<file path="config.mk">
export PLATFORM = sky130hd
export DESIGN_NAME = lsm_lane_merge
export DESIGN_NICKNAME = d
export VERILOG_FILES = /design/src/rtl/lsm_pkg.sv /design/src/rtl/lsm_decode.sv /design/src/rtl/lsm_lane_shift.sv /design/src/rtl/lsm_load_path.sv /design/src/rtl/lsm_store_path.sv /design/src/rtl/lsm_lane_merge.sv
export SDC_FILE = /design/constraint.sdc
export NUM_CORES = 1
export LEC_CHECK = 0
export ABC_AREA = 1
export CAP_MARGIN = 25
export CORE_UTILIZATION = 45
export DETAILED_ROUTE_END_ITERATION = 12
export DONT_BUFFER_PORTS = 1
export SYNTH_ARGS = -nofsm -noshare
export SYNTH_HDL_FRONTEND = slang
export SYNTH_SLANG_ARGS = --single-unit
</file>
<file path="constraint.sdc">
create_clock -name vclk -period 3.2
set_input_delay 0.64 -clock vclk [all_inputs]
set_output_delay 0.64 -clock vclk [all_outputs]
set_load 0.005 [all_outputs]
</file>
<file path="src/rtl/lsm_pkg.sv">
// Package: shared opcode values and transfer kinds for the lane merger.
// Assumes 6-bit opcodes; only the listed values are supported.
package lsm_pkg;

    localparam logic [5:0] OPC_LDB_S  = 6'h20;
    localparam logic [5:0] OPC_LDH_S  = 6'h21;
    localparam logic [5:0] OPC_LDLEFT = 6'h22;
    localparam logic [5:0] OPC_LDW    = 6'h23;
    localparam logic [5:0] OPC_LDB_U  = 6'h24;
    localparam logic [5:0] OPC_LDH_U  = 6'h25;
    localparam logic [5:0] OPC_LDRGHT = 6'h26;
    localparam logic [5:0] OPC_STB    = 6'h28;
    localparam logic [5:0] OPC_STH    = 6'h29;
    localparam logic [5:0] OPC_STLEFT = 6'h2A;
    localparam logic [5:0] OPC_STW    = 6'h2B;
    localparam logic [5:0] OPC_STRGHT = 6'h2E;
    localparam logic [5:0] OPC_LDLINK = 6'h30;
    localparam logic [5:0] OPC_STCOND = 6'h38;

    typedef enum logic [3:0] {
        XK_NONE,
        XK_LB_S,
        XK_LB_U,
        XK_LH_S,
        XK_LH_U,
        XK_LWORD,
        XK_LLEFT,
        XK_LRIGHT,
        XK_SBYTE,
        XK_SHALF,
        XK_SWORD,
        XK_SLEFT,
        XK_SRIGHT
    } xfer_kind_e;

endpackage

</file>
<file path="src/rtl/lsm_decode.sv">
// Module: lsm_decode
// Classifies an opcode into a transfer kind plus load/store/conditional/error
// flags. Assumes the opcode is already the primary 6-bit field.
module lsm_decode
    import lsm_pkg::*;
(
    input  logic [5:0]  op,
    output xfer_kind_e  kind,
    output logic        is_load,
    output logic        is_store,
    output logic        is_cond,
    output logic        is_bad
);

    // Purpose: map each supported opcode to its kind and class flags.
    always_comb begin
        kind     = XK_NONE;
        is_load  = 1'b0;
        is_store = 1'b0;
        is_cond  = 1'b0;
        is_bad   = 1'b0;
        case (op)
            OPC_LDB_S:  begin kind = XK_LB_S;   is_load = 1'b1; end
            OPC_LDB_U:  begin kind = XK_LB_U;   is_load = 1'b1; end
            OPC_LDH_S:  begin kind = XK_LH_S;   is_load = 1'b1; end
            OPC_LDH_U:  begin kind = XK_LH_U;   is_load = 1'b1; end
            OPC_LDW:    begin kind = XK_LWORD;  is_load = 1'b1; end
            OPC_LDLINK: begin kind = XK_LWORD;  is_load = 1'b1; end
            OPC_LDLEFT: begin kind = XK_LLEFT;  is_load = 1'b1; end
            OPC_LDRGHT: begin kind = XK_LRIGHT; is_load = 1'b1; end
            OPC_STB:    begin kind = XK_SBYTE;  is_store = 1'b1; end
            OPC_STH:    begin kind = XK_SHALF;  is_store = 1'b1; end
            OPC_STW:    begin kind = XK_SWORD;  is_store = 1'b1; end
            OPC_STCOND: begin kind = XK_SWORD;  is_store = 1'b1; is_cond = 1'b1; end
            OPC_STLEFT: begin kind = XK_SLEFT;  is_store = 1'b1; end
            OPC_STRGHT: begin kind = XK_SRIGHT; is_store = 1'b1; end
            default:    begin is_bad = 1'b1; end
        endcase
    end

    // Purpose: every opcode lands in exactly one class.
    always_comb begin
        p_one_class_r11: assert ($countones({is_load, is_store, is_bad}) == 1)
            else $error("opcode fell into zero or several classes");
        p_cond_is_store_r9: assert (!is_cond || is_store)
            else $error("conditional flag without store");
    end

endmodule

</file>
<file path="src/rtl/lsm_lane_shift.sv">
// Module: lsm_lane_shift
// Derives the bit shift amounts used by both paths from the lane offset.
// Assumes WORD_W is a power-of-two multiple of BYTE_W of at least two lanes.
module lsm_lane_shift #(
    parameter int WORD_W = 32,
    parameter int BYTE_W = 8,
    localparam int LANES  = WORD_W / BYTE_W,
    localparam int LANE_W = $clog2(LANES),
    localparam int SH_W   = $clog2(WORD_W)
) (
    input  logic [LANE_W-1:0] lane,
    output logic [SH_W-1:0]   sh_fwd,
    output logic [SH_W-1:0]   sh_rev,
    output logic [SH_W-1:0]   sh_half
);

    localparam logic [SH_W-1:0] TOP_BYTE = SH_W'(WORD_W - BYTE_W);
    localparam logic [SH_W-1:0] TOP_HALF = SH_W'(WORD_W - 2 * BYTE_W);
    localparam logic [SH_W-1:0] BYTE_SH  = SH_W'(BYTE_W);

    logic [LANE_W-1:0] lane_even;

    // Purpose: lane rounded down to an even (halfword) boundary.
    always_comb begin
        lane_even    = lane;
        lane_even[0] = 1'b0;
    end

    // Purpose: forward, reversed and halfword shift amounts in bits.
    always_comb begin
        sh_fwd  = SH_W'(lane) * BYTE_SH;
        sh_rev  = TOP_BYTE - sh_fwd;
        sh_half = TOP_HALF - SH_W'(lane_even) * BYTE_SH;
    end

    // Purpose: forward and reversed shifts always add to the top-byte offset.
    always_comb begin
        p_shift_sum_r1: assert (SH_W'(sh_fwd + sh_rev) == TOP_BYTE)
            else $error("lane shift pair inconsistent");
    end

endmodule

</file>
<file path="src/rtl/lsm_load_path.sv">
// Module: lsm_load_path
// Forms the register value for every load kind, merging with rt for the
// unaligned left/right forms. Assumes mem_word is the aligned word.
module lsm_load_path
    import lsm_pkg::*;
#(
    parameter int WORD_W = 32,
    parameter int BYTE_W = 8,
    localparam int LANES  = WORD_W / BYTE_W,
    localparam int LANE_W = $clog2(LANES),
    localparam int SH_W   = $clog2(WORD_W),
    localparam int HALF_W = 2 * BYTE_W
) (
    input  xfer_kind_e        kind,
    input  logic [LANE_W-1:0] lane,
    input  logic [SH_W-1:0]   sh_fwd,
    input  logic [SH_W-1:0]   sh_rev,
    input  logic [SH_W-1:0]   sh_half,
    input  logic [WORD_W-1:0] rt_val,
    input  logic [WORD_W-1:0] mem_word,
    output logic [WORD_W-1:0] ld_val
);

    localparam logic [WORD_W-1:0] ALL_ONES = '1;

    logic [BYTE_W-1:0] byte_f;
    logic [HALF_W-1:0] half_f;
    logic [WORD_W-1:0] left_keep;
    logic [WORD_W-1:0] right_keep;

    // Purpose: extract the addressed byte and halfword fields.
    always_comb begin
        byte_f = BYTE_W'(mem_word >> sh_rev);
        half_f = HALF_W'(mem_word >> sh_half);
    end

    // Purpose: masks of rt bits that survive an unaligned load.
    always_comb begin
        left_keep  = ~(ALL_ONES << sh_fwd);
        right_keep = ~(ALL_ONES >> sh_rev);
    end

    // Purpose: select the load result by kind.
    always_comb begin
        case (kind)
            XK_LB_S:   ld_val = {{(WORD_W - BYTE_W){byte_f[BYTE_W-1]}}, byte_f};
            XK_LB_U:   ld_val = WORD_W'(byte_f);
            XK_LH_S:   ld_val = {{(WORD_W - HALF_W){half_f[HALF_W-1]}}, half_f};
            XK_LH_U:   ld_val = WORD_W'(half_f);
            XK_LWORD:  ld_val = mem_word;
            XK_LLEFT:  ld_val = (rt_val & left_keep) | (mem_word << sh_fwd);
            XK_LRIGHT: ld_val = (rt_val & right_keep) | (mem_word >> sh_rev);
            default:   ld_val = '0;
        endcase
    end

    // Purpose: guard sign extension and the fully aligned unaligned cases.
    always_comb begin
        p_byte_sext_r1: assert (kind != XK_LB_S ||
                                ld_val[WORD_W-1:BYTE_W] == {(WORD_W - BYTE_W){ld_val[BYTE_W-1]}})
            else $error("signed byte load not sign-extended");
        p_half_zext_r2: assert (kind != XK_LH_U || ld_val[WORD_W-1:HALF_W] == '0)
            else $error("unsigned halfword load has upper bits set");
        p_left_aligned_r4: assert (kind != XK_LLEFT || lane != '0 || ld_val == mem_word)
            else $error("aligned load-left differs from memory word");
        p_right_aligned_r5: assert (kind != XK_LRIGHT || lane != LANE_W'(LANES - 1) ||
                                    ld_val == mem_word)
            else $error("aligned load-right differs from memory word");
    end

endmodule

</file>
<file path="src/rtl/lsm_store_path.sv">
// Module: lsm_store_path
// Forms the word written back to memory for every store kind by merging rt
// bytes into the fetched aligned word. Assumes mem_word is that word.
module lsm_store_path
    import lsm_pkg::*;
#(
    parameter int WORD_W = 32,
    parameter int BYTE_W = 8,
    localparam int LANES  = WORD_W / BYTE_W,
    localparam int SH_W   = $clog2(WORD_W),
    localparam int HALF_W = 2 * BYTE_W
) (
    input  xfer_kind_e        kind,
    input  logic [SH_W-1:0]   sh_fwd,
    input  logic [SH_W-1:0]   sh_rev,
    input  logic [SH_W-1:0]   sh_half,
    input  logic [WORD_W-1:0] rt_val,
    input  logic [WORD_W-1:0] mem_word,
    output logic [WORD_W-1:0] st_val
);

    localparam logic [WORD_W-1:0] ALL_ONES  = '1;
    localparam logic [WORD_W-1:0] BYTE_ONES = WORD_W'({BYTE_W{1'b1}});
    localparam logic [WORD_W-1:0] HALF_ONES = WORD_W'({HALF_W{1'b1}});

    logic [WORD_W-1:0] byte_mask;
    logic [WORD_W-1:0] half_mask;
    logic [LANES-1:0]  lane_diff;

    // Purpose: positions of the lanes overwritten by byte and halfword stores.
    always_comb begin
        byte_mask = BYTE_ONES << sh_rev;
        half_mask = HALF_ONES << sh_half;
    end

    // Purpose: select the merged store word by kind.
    always_comb begin
        case (kind)
            XK_SBYTE:  st_val = (mem_word & ~byte_mask) |
                                (WORD_W'(rt_val[BYTE_W-1:0]) << sh_rev);
            XK_SHALF:  st_val = (mem_word & ~half_mask) |
                                (WORD_W'(rt_val[HALF_W-1:0]) << sh_half);
            XK_SWORD:  st_val = rt_val;
            XK_SLEFT:  st_val = (mem_word & ~(ALL_ONES >> sh_fwd)) | (rt_val >> sh_fwd);
            XK_SRIGHT: st_val = (mem_word & ~(ALL_ONES << sh_rev)) | (rt_val << sh_rev);
            default:   st_val = '0;
        endcase
    end

    // Purpose: per-lane change flags between fetched and merged words.
    for (genvar g = 0; g < LANES; g++) begin : g_lane_diff
        assign lane_diff[g] = |(st_val[g*BYTE_W +: BYTE_W] ^ mem_word[g*BYTE_W +: BYTE_W]);
    end

    // Purpose: partial stores touch at most their own lanes.
    always_comb begin
        p_byte_one_lane_r6: assert (kind != XK_SBYTE || $onehot0(lane_diff))
            else $error("byte store changed more than one lane");
        p_half_two_lanes_r6: assert (kind != XK_SHALF || $countones(lane_diff) <= 2)
            else $error("halfword store changed more than two lanes");
    end

endmodule

</file>
<file path="src/rtl/lsm_lane_merge.sv">
// Module: lsm_lane_merge (top)
// Combinational big-endian load/store lane merger: register result for loads,
// merged memory word for stores, enables and an error flag.
// Assumes mem_word was fetched at the address with its low bits cleared.
module lsm_lane_merge
    import lsm_pkg::*;
#(
    parameter int WORD_W = 32,
    parameter int BYTE_W = 8,
    parameter int REG_IDX_W = 5,
    localparam int LANES  = WORD_W / BYTE_W,
    localparam int LANE_W = $clog2(LANES),
    localparam int SH_W   = $clog2(WORD_W)
) (
    input  logic [5:0]           op,
    input  logic [LANE_W-1:0]    lane,
    input  logic [WORD_W-1:0]    rt_val,
    input  logic [REG_IDX_W-1:0] rt_idx,
    input  logic [WORD_W-1:0]    mem_word,
    output logic [WORD_W-1:0]    result,
    output logic                 reg_we,
    output logic [WORD_W-1:0]    wdata,
    output logic                 mem_we,
    output logic                 bad_op
);

    xfer_kind_e        kind;
    logic              is_load;
    logic              is_store;
    logic              is_cond;
    logic              is_bad;
    logic [SH_W-1:0]   sh_fwd;
    logic [SH_W-1:0]   sh_rev;
    logic [SH_W-1:0]   sh_half;
    logic [WORD_W-1:0] ld_val;
    logic [WORD_W-1:0] st_val;

    lsm_decode u_decode (
        .op       (op),
        .kind     (kind),
        .is_load  (is_load),
        .is_store (is_store),
        .is_cond  (is_cond),
        .is_bad   (is_bad)
    );

    lsm_lane_shift #(.WORD_W(WORD_W), .BYTE_W(BYTE_W)) u_shift (
        .lane    (lane),
        .sh_fwd  (sh_fwd),
        .sh_rev  (sh_rev),
        .sh_half (sh_half)
    );

    lsm_load_path #(.WORD_W(WORD_W), .BYTE_W(BYTE_W)) u_load (
        .kind     (kind),
        .lane     (lane),
        .sh_fwd   (sh_fwd),
        .sh_rev   (sh_rev),
        .sh_half  (sh_half),
        .rt_val   (rt_val),
        .mem_word (mem_word),
        .ld_val   (ld_val)
    );

    lsm_store_path #(.WORD_W(WORD_W), .BYTE_W(BYTE_W)) u_store (
        .kind     (kind),
        .sh_fwd   (sh_fwd),
        .sh_rev   (sh_rev),
        .sh_half  (sh_half),
        .rt_val   (rt_val),
        .mem_word (mem_word),
        .st_val   (st_val)
    );

    // Purpose: drive results and enables from the class flags.
    always_comb begin
        bad_op = is_bad;
        mem_we = is_store;
        wdata  = is_store ? st_val : '0;
        reg_we = is_load | (is_cond & (rt_idx != '0));
        if (is_load)      result = ld_val;
        else if (is_cond) result = WORD_W'(1);
        else              result = '0;
    end

    // Purpose: port-level rules for errors, enables and store-conditional.
    always_comb begin
        p_bad_quiet_r11: assert (!bad_op || (!mem_we && !reg_we && result == '0 && wdata == '0))
            else $error("unsupported opcode produced activity");
        p_dual_write_r10: assert (!(mem_we && reg_we) || op == OPC_STCOND)
            else $error("both writes on a non-conditional opcode");
        p_cond_link_r9: assert (op != OPC_STCOND ||
                                (result == WORD_W'(1) && reg_we == (rt_idx != '0) && mem_we))
            else $error("store-conditional link value wrong");
        p_word_pass_r8: assert (op != OPC_STW || wdata == rt_val)
            else $error("word store altered rt");
    end

endmodule

</file>
==> impl.org, run 1 <==
** STA
- In the finished design, the share of the clock period the worst path needs comes to 88.3%.
- Total negative setup slack :: 0 ns
- Slew headroom :: 44.6%
- Worst setup margin :: 0.375 ns
- Setup violations remaining at the end of the flow were counted as 0.
- Clock period minus final worst setup slack :: 2.82 ns
- On the final layout, the worst hold slack is 1.41 ns.
- Top achievable clock speed :: 354 MHz
- Setup repair after global routing left no endpoint under its margin.
- Slew at the pin closest to its max-slew limit :: 0.831 ns
- The hold violation count in the final report came to 0.
- Total count of max-transition violations in the final report :: 0

** Placed design
- After legalization and detailed placement, the total HPWL measured 15700 um.
- Port buffering added 0 buffers.
- Instance area at placement :: 5140 um^2
- Routability-driven placement finished with a final weighted congestion of 0.992.
- At the placement stage, the worst setup path has a slack of 0.433 ns.

** Setup path
- Crit path top cell by count :: nand3_1
- Critical Path Sink Type :: output port
- Data required time at the worst endpoint :: 2.56 ns
- Stage delay of the slowest cell on the critical path :: 0.58 ns
- Walking the worst path, the cells encountered are nor2_1 > nand3_1 > or2_2 > nand3_1.
- Type of element launching the critical path :: primary input
- Maximum fanout along the worst path :: 12
- Data on the critical path arrives at its endpoint at 2.18 ns.
- Worst Setup Path Type :: primary input to output port
- Startpoint of the worst setup timing path :: op[0]
- Slowest CP cell :: nand3_1

** Drt
- Wires add up to 21700 um.
- Routed len/inst :: 16.9 um
- For this run, the detailed router's first-pass iteration total came to 6.
- Remaining routing DRC violations :: 0
- After detailed routing, the number of vias per cell comes to 5.81.
- Via count :: 7450
- Once detail routing completed, the nets flagged for antenna violations numbered 0.
- Iter 0 DRT Violations :: 1242

** Finish
- Total of fill cells in the finished design :: 1325
- Sequential cell area :: 0 um^2
- The design has 0 sequential cells.
- The number of antenna diodes in the final layout is 0.
- The layout has 0 clock buffers.
- Number of nets in the layout :: 1221
- Cells with a size suffix above 1 make up 4.20% of the layout.
- Relative to the synthesized area, the layout overhead comes to -0.509%.
- The finished cells cover 5140 um^2.

** Global routing
- Pin count of the biggest net entering global routing :: 155
- The first global-routing pass estimated 33000 um of wire.
- The number of global-route vias before repair was 5904.
- Across every metal layer, demand over resource in global routing totals 35.2%.
- Overall overflow remaining after global route :: 0
- The initial antenna violation count came to 0.

** Floorplan
- The total area inside the core boundary comes to 11000 um^2.
- Die footprint :: 11900 um^2
- Die Width :: 109 um
- Boundary Pins :: 144
- The initialized floorplan defines 38 standard-cell rows.
- The floorplan step set the die height to 109 um.
- Effective utilization at floorplan :: 46.8%

** CTS
- Number of hold buffers added after cts :: 0
- Once the clock tree was built, the resizer swapped 0 gates to a different size.
- Post-CTS timing repair inserted 0 buffers for setup.

** Min path
- The worst hold path passes through 2 cells.
- Class of the tightest hold or removal check :: primary input to output port
- In this run the most critical hold path is launched from mem_word[30].
- For hold timing, the worst endpoint is result[30].

** Power
- Power spread over the standard cell area amounts to 88.1 nW/um^2.
- Largest voltage drop on the vdd net :: 0.0000344 V
- Summed over all cells, the static leakage comes to 2.88 nW.

** Synth
- For this run, the number of Yosys warnings is 0.
- Synth area leader :: nand2_1
- Counting every net in the synthesized netlist gives 1275.
- Cell with the most instances after synthesis :: nand2_1
- Sequential area share after synthesis :: 0%
- By count the netlist is led by nand2_1 (554), nand3_1 (144), nor2_1 (134).
- The cell count after synthesis came out at 1198.
- Fraction of post-synthesis cell area in the top cell type by area :: 40.3%
- Distinct cells, synth :: 25
- Cells taking the most area after synthesis :: nand2_1 (40%), nand3_1 (14%), nor2_1 (9.7%)
- Average cell area after synthesis :: 4.31 um^2
- Area of the mapped netlist :: 5160 um^2

** Flow run
- The tool flagged a number of max-cap violations equal to 0.

** Status
- The run finished with clean final reports.
-- layout by cell type (no fill, tap or decap) --
master,count
nand2_1,554
nand3_1,144
nor2_1,134
o21ai_0,100
inv_1,76
a21oi_1,35
o211ai_1,19
buf_4,19
nor3_1,10
or2_2,9
nand4_1,8
nor2_2,6
nor2_4,4
o22ai_1,4
or2_1,4
inv_2,3
nand2_2,3
o21a_1,2
nand3b_1,2
buf_12,2
clkinv_2,1
a21oi_2,1
clkinv_1,1
nor2b_1,1
-- layer usage --
layer | vias up | part of all wire (%) | track usage, %
li1 | 3707 | - | -
met1 | 3148 | 42 | 54.8
met2 | 567 | 38 | 45.4
met3 | 28 | 18 | 12.5
met4 | 0 | 1.4 | 4.05
met5 | - | 0 | 0
-- kinds of logic (layout without fill, tap and decap cells) --
logic type | count (synthesis) | count (layout) | share of synthesized area (%)
compound gates | 161 | 161 | 16.8
buf+inv | 158 | 102 | 13.4
simple gates | 879 | 879 | 69.9
-- how the worst max path moves through the flow --
stage                     slack (ns)         end  cells past startpoint
after CTS                       0.43    wdata[0]                      4
final                           0.38    wdata[0]                      4
after floorplan                 0.93  result[30]                      8
after global placement          0.45    wdata[0]                      4
after detailed placement        0.43    wdata[0]                      4
after global routing            0.30    wdata[0]                      4
-- power breakdown --
group	internal, W	leakage [nW]	total [W]	switching (W)
clock network	0	0	0	0
logic	0.000148	2.88	0.000453	0.000304
registers	0	0	0	0
total	0.000148	2.88	0.000453	0.000304
-- metrics by stage --
stage	cells	power, W	utilization [%]
after floorplan	1198	0.000391	-
after global placement	1282	0.000435	46.6
after detailed placement	1282	0.000438	46.6
after CTS	1282	0.000440	46.6
after global routing	1282	0.000511	46.6
final	1282	0.000453	46.6
-- critical path: cells and delay by family --
| family | cells | cell delay (ns) |
|---|---|---|
| AND/OR/NAND/NOR | 4 | 1.53 |
-- cell type report --
cell class,count,area (um^2),share of cell area (%)
inverter,81,305,5.94
multi-input combinational,1040,4470,87.1
tap,140,175,3.41
timing repair buffer,21,183,3.56
No activity file was read; power rests on OpenSTA's default activity.
==> inputs of run 2 (changes only) <==
Settings changed: CORE_ASPECT_RATIO set to 0.6, CORE_UTILIZATION 45 to 40.
==> impl.org, run 2 (synthesis gave the netlist of run 1 again) <==
** STA
- Slew headroom :: 42.9% (-1.7 points)
- The post-layout minimum cycle time was 2.78 ns (-0.0442 ns).
- Number of hold-slack violations in the final timing report :: 0 (unchanged)
- The highest clock frequency the design can meet is 360 MHz (+1.6%).
- Tightest hold margin :: 1.41 ns (+0.00215 ns)
- Total negative setup slack :: 0 ns (unchanged)
- The final setup violation count was 0 (unchanged).
- The transition at the pin with the smallest max-transition slack is 0.856 ns (+0.0249 ns).
- The final-report max-slew violation count is 0 (unchanged).
- The ratio of final minimum period to clock period was 86.9% (-1.4 points).
- Setup repair after global routing left no endpoint under its margin.

** Min path
- The path with the worst hold slack has its endpoint at result[30].
- The worst hold path begins at mem_word[30].
- Class of the tightest hold or removal check :: primary input to output port
- The number of instances on the worst hold path is 2 (unchanged).

** Global routing
- Vias in the first global route :: 6743 (+14%)
- The first-pass GRT wire length is 34100 um (+3.3%).
- Number of antenna violations at the first check in global routing :: 0 (unchanged)
- The combined global-route utilization of all metal layers came to 31.0% (-4.2 points).
- The total global routing overflow is 0 (unchanged).
- Pin count of the biggest net entering global routing :: 155 (unchanged)

** Power
- Largest voltage drop on the vdd net :: 0.0000512 V (+49%)
- Power per Cell Area :: 85.9 nW/um^2 (-2.6%)
- The total leakage power is 2.86 nW (-0.42%).

** Finish
- The sequential cell count is 0 (unchanged).
- The area growth from synthesis to layout is -0.194%.
- End-of-flow core utilization :: 41.8% (-4.8 points)
- Commonest non-fill, non-tap cell in the layout :: nand2_1
- In the layout the commonest cells are nand2_1 (554), nand3_1 (144), nor2_1 (134).
- Number of nets in the layout :: 1219 (-0.16%)
- Clock buffer count in the final layout :: 0 (unchanged)
- Antenna diode count :: 0 (unchanged)
- Sequential cell area :: 0 um^2 (unchanged)
- Share of layout cells above drive strength 1 :: 4.04% (-0.17 points)

** Drt
- Routed len/inst :: 16.6 um (-2.0%)
- The first-pass iteration count of the detailed router came to 6 (unchanged).
- Remaining routing DRC violations :: 0 (unchanged)
- Iter 0 DRT Violations :: 676 (-46%)
- Post-Route WL :: 21600 um (-0.26%)
- Routed Antenna Nets :: 0 (unchanged)
- The per-cell via count in the routed design was 5.84 (+0.53%).
- Via count :: 7624 (+2.3%)

** Floorplan
- The number of rows created at floorplan was 31 (-18%).
- The overall die height is 90.0 um (-18%).
- The initial core utilization came to 41.9% (-4.9 points).
- Die footprint :: 13400 um^2 (+12%)
- Boundary Pins :: 144 (unchanged)
- The horizontal die dimension is 149 um (+36%).
- Core Region :: 12300 um^2 (+12%)

** Placed design
- The routability congestion estimate from global placement came to 1.04 (+4.4%).
- # port buffers :: 0 (unchanged)
- Dpl hpwl :: 15700 um (-0.24%)

** Setup path
- Data required time at the worst endpoint :: 2.56 ns (about the same)
- The maximum fanout encountered on the critical timing path was 83 (+71).
- STA classifies the critical path startpoint as a primary input.
- The cell that appears most often on the critical path is nand2_1.
- The worst setup path is of the primary input to output port kind.
- Walking the worst path, the cells encountered are inv_2 > buf_4 > nor2_2 > nand2_1 > o21ai_0 > nand2_1 > nand2_1 > inv_1 > nand3_1.
- STA classifies the critical path endpoint as an output port.
- The peak per-stage delay on the critical path is 0.57 ns (about the same).
- The slowest stage of the critical path belongs to the cell nor2_2.
- The arrival time of data at the critical path endpoint is 2.14 ns (-0.04 ns).

** CTS
- Postcts setup bufs :: 0 (unchanged)
- Number of gates resized after CTS :: 0 (unchanged)
- Number of hold buffers added after cts :: 0 (unchanged)

** Flow run
- The count of maximum capacitance violations came to 0 (unchanged).

** Status
- Outcome :: finished clean
-- run 2: power breakdown --
part / switching, W / internal (W)
clock network: 0 / 0
logic: 0.000297 / 0.000146
registers: 0 / 0
-- run 2: through the flow --
step                instances  instance area (um^2)  power, W  worst slack (ns)
finish                   1305                  5150  0.000443             0.419
global route             1305                  5150  0.000504             0.317
CTS                      1305                  5150  0.000435             0.532
detailed placement       1305                  5150  0.000433             0.533
global placement         1305                  5150  0.000429             0.534
floorplan                1198                  5160  0.000391             0.926
-- run 2: metal layers --
layer / vias to the layer above / global-route usage [%] / wire [um]
met5: - / 0 / 0
met4: 0 / 7.73 / 384
met3: 44 / 8.22 / 3100
met2: 492 / 51.1 / 9700
met1: 3388 / 39.6 / 8460
li1: 3700 / - / -
-- run 2: cell type report --
cell class / instances / area [um^2]
Fill cell: 1475 / 7180
Inverter: 81 / 305
Multi-Input combinational cell: 1040 / 4470
Tap cell: 165 / 206
Timing Repair Buffer: 19 / 168
-- run 2: how the worst max path moves through the flow --
stage                            end    start  cells after the start
final                      wdata[18]  lane[0]                      9
after CTS                  wdata[18]  lane[0]                      9
after global routing      result[30]  lane[1]                      5
after global placement    result[11]    op[4]                      7
after detailed placement   wdata[18]  lane[0]                      9
after floorplan           result[30]  lane[1]                      8
-- run 2: worst max-delay path, delay by kind of cell --
kind,cells,cell delay [ns]
AND/OR/NAND/NOR,5,0.95
AO/OA/AOI/OAI,1,0.11
buffers and inverters,3,0.37
==> inputs of run 3 (changes only) <==
Clock period 3.2 ns to 2.2 ns, I/O delays scaled along.
==> impl.org, run 3 (synthesis gave the netlist of run 1 again) <==
** Placed design
- GP Congestion :: 0.995 (-3.9%)
- The placed instance area is 5310 um^2 (+3.1%).
- Dpl hpwl :: 15900 um (+0.98%)
- The count of port buffers added during placement is 0 (unchanged).

** Drt
- The DRC violation total after the first TritonRoute iteration came to 734 (+8.6%).
- The per-cell via count in the routed design was 5.76 (-1.4%).
- Routed len/inst :: 16.4 um (-1.2%)
- The total via count in the routed design was 7566 (-0.76%).
- The total routed wirelength was 21500 um (-0.64%).
- The DRC violation count after routing came to 0 (unchanged).
- Detailed Routing Iterations Pass 1 :: 6 (unchanged)
- The post-route antenna net violation count came to 0 (unchanged).

** Power
- Total power :: 0.000660 W (+49%)
- The total leakage power came to 2.94 nW (+2.6%).
- The worst IR drop on VDD is 0.0000631 V (+23%).
- Power per Cell Area :: 124 nW/um^2 (+44%)

** Global routing
- Number of antenna violations at the first check in global routing :: 0 (unchanged)
- First-pass GRT wire length :: 34300 um (+0.49%)
- The pin count of the biggest net entering global routing came to 155 (unchanged).
- The combined global-route utilization of all metal layers is 31.2% (+0.24 points).
- The number of global-route vias before repair was 6739 (-0.059%).
- Overall overflow remaining after global route :: 0 (unchanged)

** Floorplan
- Boundary Pins :: 144 (unchanged)
- The number of rows created at floorplan was 31 (unchanged).
- The initial core utilization is 41.9% (unchanged).
- Die footprint :: 13400 um^2 (unchanged)
- The overall die height is 90.0 um (unchanged).
- The horizontal die dimension is 149 um (unchanged).
- The core footprint is 12300 um^2 (unchanged).

** STA
- Total negative setup slack :: 0 ns (unchanged)
- Derived from the worst setup path, the maximum achievable clock frequency is 484 MHz.
- The worst slew slack as a fraction of its limit was 64.5% (+22 points).
- Tightest hold margin :: 1.01 ns (-0.403 ns)
- Clock period minus final worst setup slack :: 2.07 ns
- The transition at the pin with the smallest max-transition slack came to 0.532 ns (-0.324 ns).
- The hold violation count in the final report is 0 (unchanged).
- # setup viols final :: 0 (unchanged)
- The final critical path takes up 93.9% of the cycle.
- Unrepaired setup endpoints after global routing :: no
- Total count of max-transition violations in the final report :: 0 (unchanged)

** CTS
- The cts-stage hold buffer count came to 0 (unchanged).
- The number of cells upsized or downsized after cts came to 0 (unchanged).
- Postcts setup bufs :: 0 (unchanged)

** Finish
- Total number of sequential cells :: 0 (unchanged)
- The final antenna diode count came to 0 (unchanged).
- The post-route cell area was 5330 um^2 (+3.4%).
- Clock buffer count in the final layout :: 0 (unchanged)
- The register area is 0 um^2 (unchanged).
- The library cell used most frequently in the layout, excluding fill and tap cells, is nand2_1.
- Share of layout cells above drive strength 1 :: 4.79% (+0.76 points)
- Total of fill cells in the finished design :: 1429 (-3.1%)
- End-of-flow core utilization :: 43.2% (+1.4 points)
- Top library cells by usage in the layout, fill and taps aside :: nand2_1 (554), nand3_1 (144), nor2_1 (133)
- Area Overhead vs Synth :: 3.25%
- The final-stage net count is 1227 (+0.66%).

** Status
- The run finished with clean final reports.

** Setup path
- The maximum fanout encountered on the critical timing path came to 154 (+86%).
- Worst Setup Path Type :: primary input to output port
- Stage delay of the slowest cell on the critical path :: 0.26 ns (-0.31 ns)
- On the critical path, the stage with the largest delay is an instance of buf_12.
- The worst setup path is launched from a primary input.
- Data required time at the worst endpoint :: 1.76 ns (-0.80 ns)
- Critical Path Sink Type :: output port
- In this design, the critical path's most frequently occurring cell is nand2_1.
- Crit-path cells :: clkinv_2 > buf_12 > nand2_1 > buf_4 > nand2_1 > o21ai_0 > nand2_1 > nand2_1 > nor2_1 > nand3_1
- Arrival time reported for the critical path endpoint :: 1.63 ns (-0.51 ns)

** Min path
- Class of the tightest hold or removal check :: primary input to output port
- Number of stages on the worst hold path :: 2 (unchanged)

** Flow run
- Max-cap check violation count :: 0 (unchanged)
==> run 3: per-stage QoR <==
| stage | cells | setup WS [ns] |
|---|---|---|
| after floorplan | 1198 | 0.326 |
| after global placement | 1313 | 0.0635 |
| after detailed placement | 1313 | 0.0240 |
| after CTS | 1313 | 0.0250 |
| after global routing | 1313 | 0.00258 |
| final | 1313 | 0.134 |
==> run 3: worst paths after layout <==
check,end,from
worst max-delay path,wdata[25],lane[1]
worst min-delay path,result[4],mem_word[4]
==> run 3: critical path: cells and delay by family <==
kind / cells / cell delay (ns)
compound gates: 1 / 0.08
buf+inv: 3 / 0.56
simple gates: 6 / 0.50
==> run 3: area by class of cell <==
type                       instances  area [um^2]  area share [%]
multi-input combinational       1040         4490            84.2
timing repair buffer              27          328            6.15
tap                              165          206            3.87
inverter                          81          308            5.77
==> run 3: report_power, final <==
part / internal (W) / switching, W
sequential: 0 / 0
combinational: 0.000226 / 0.000434
clock: 0 / 0
==> run 3: layer usage <==
metal  wire length, um  vias up  track usage, %
met3              2650       53            6.70
met4               664        0            10.3
met1              8630     3351            39.7
met5                 0        -               0
met2              9570      438            51.8
li1                  -     3724               -
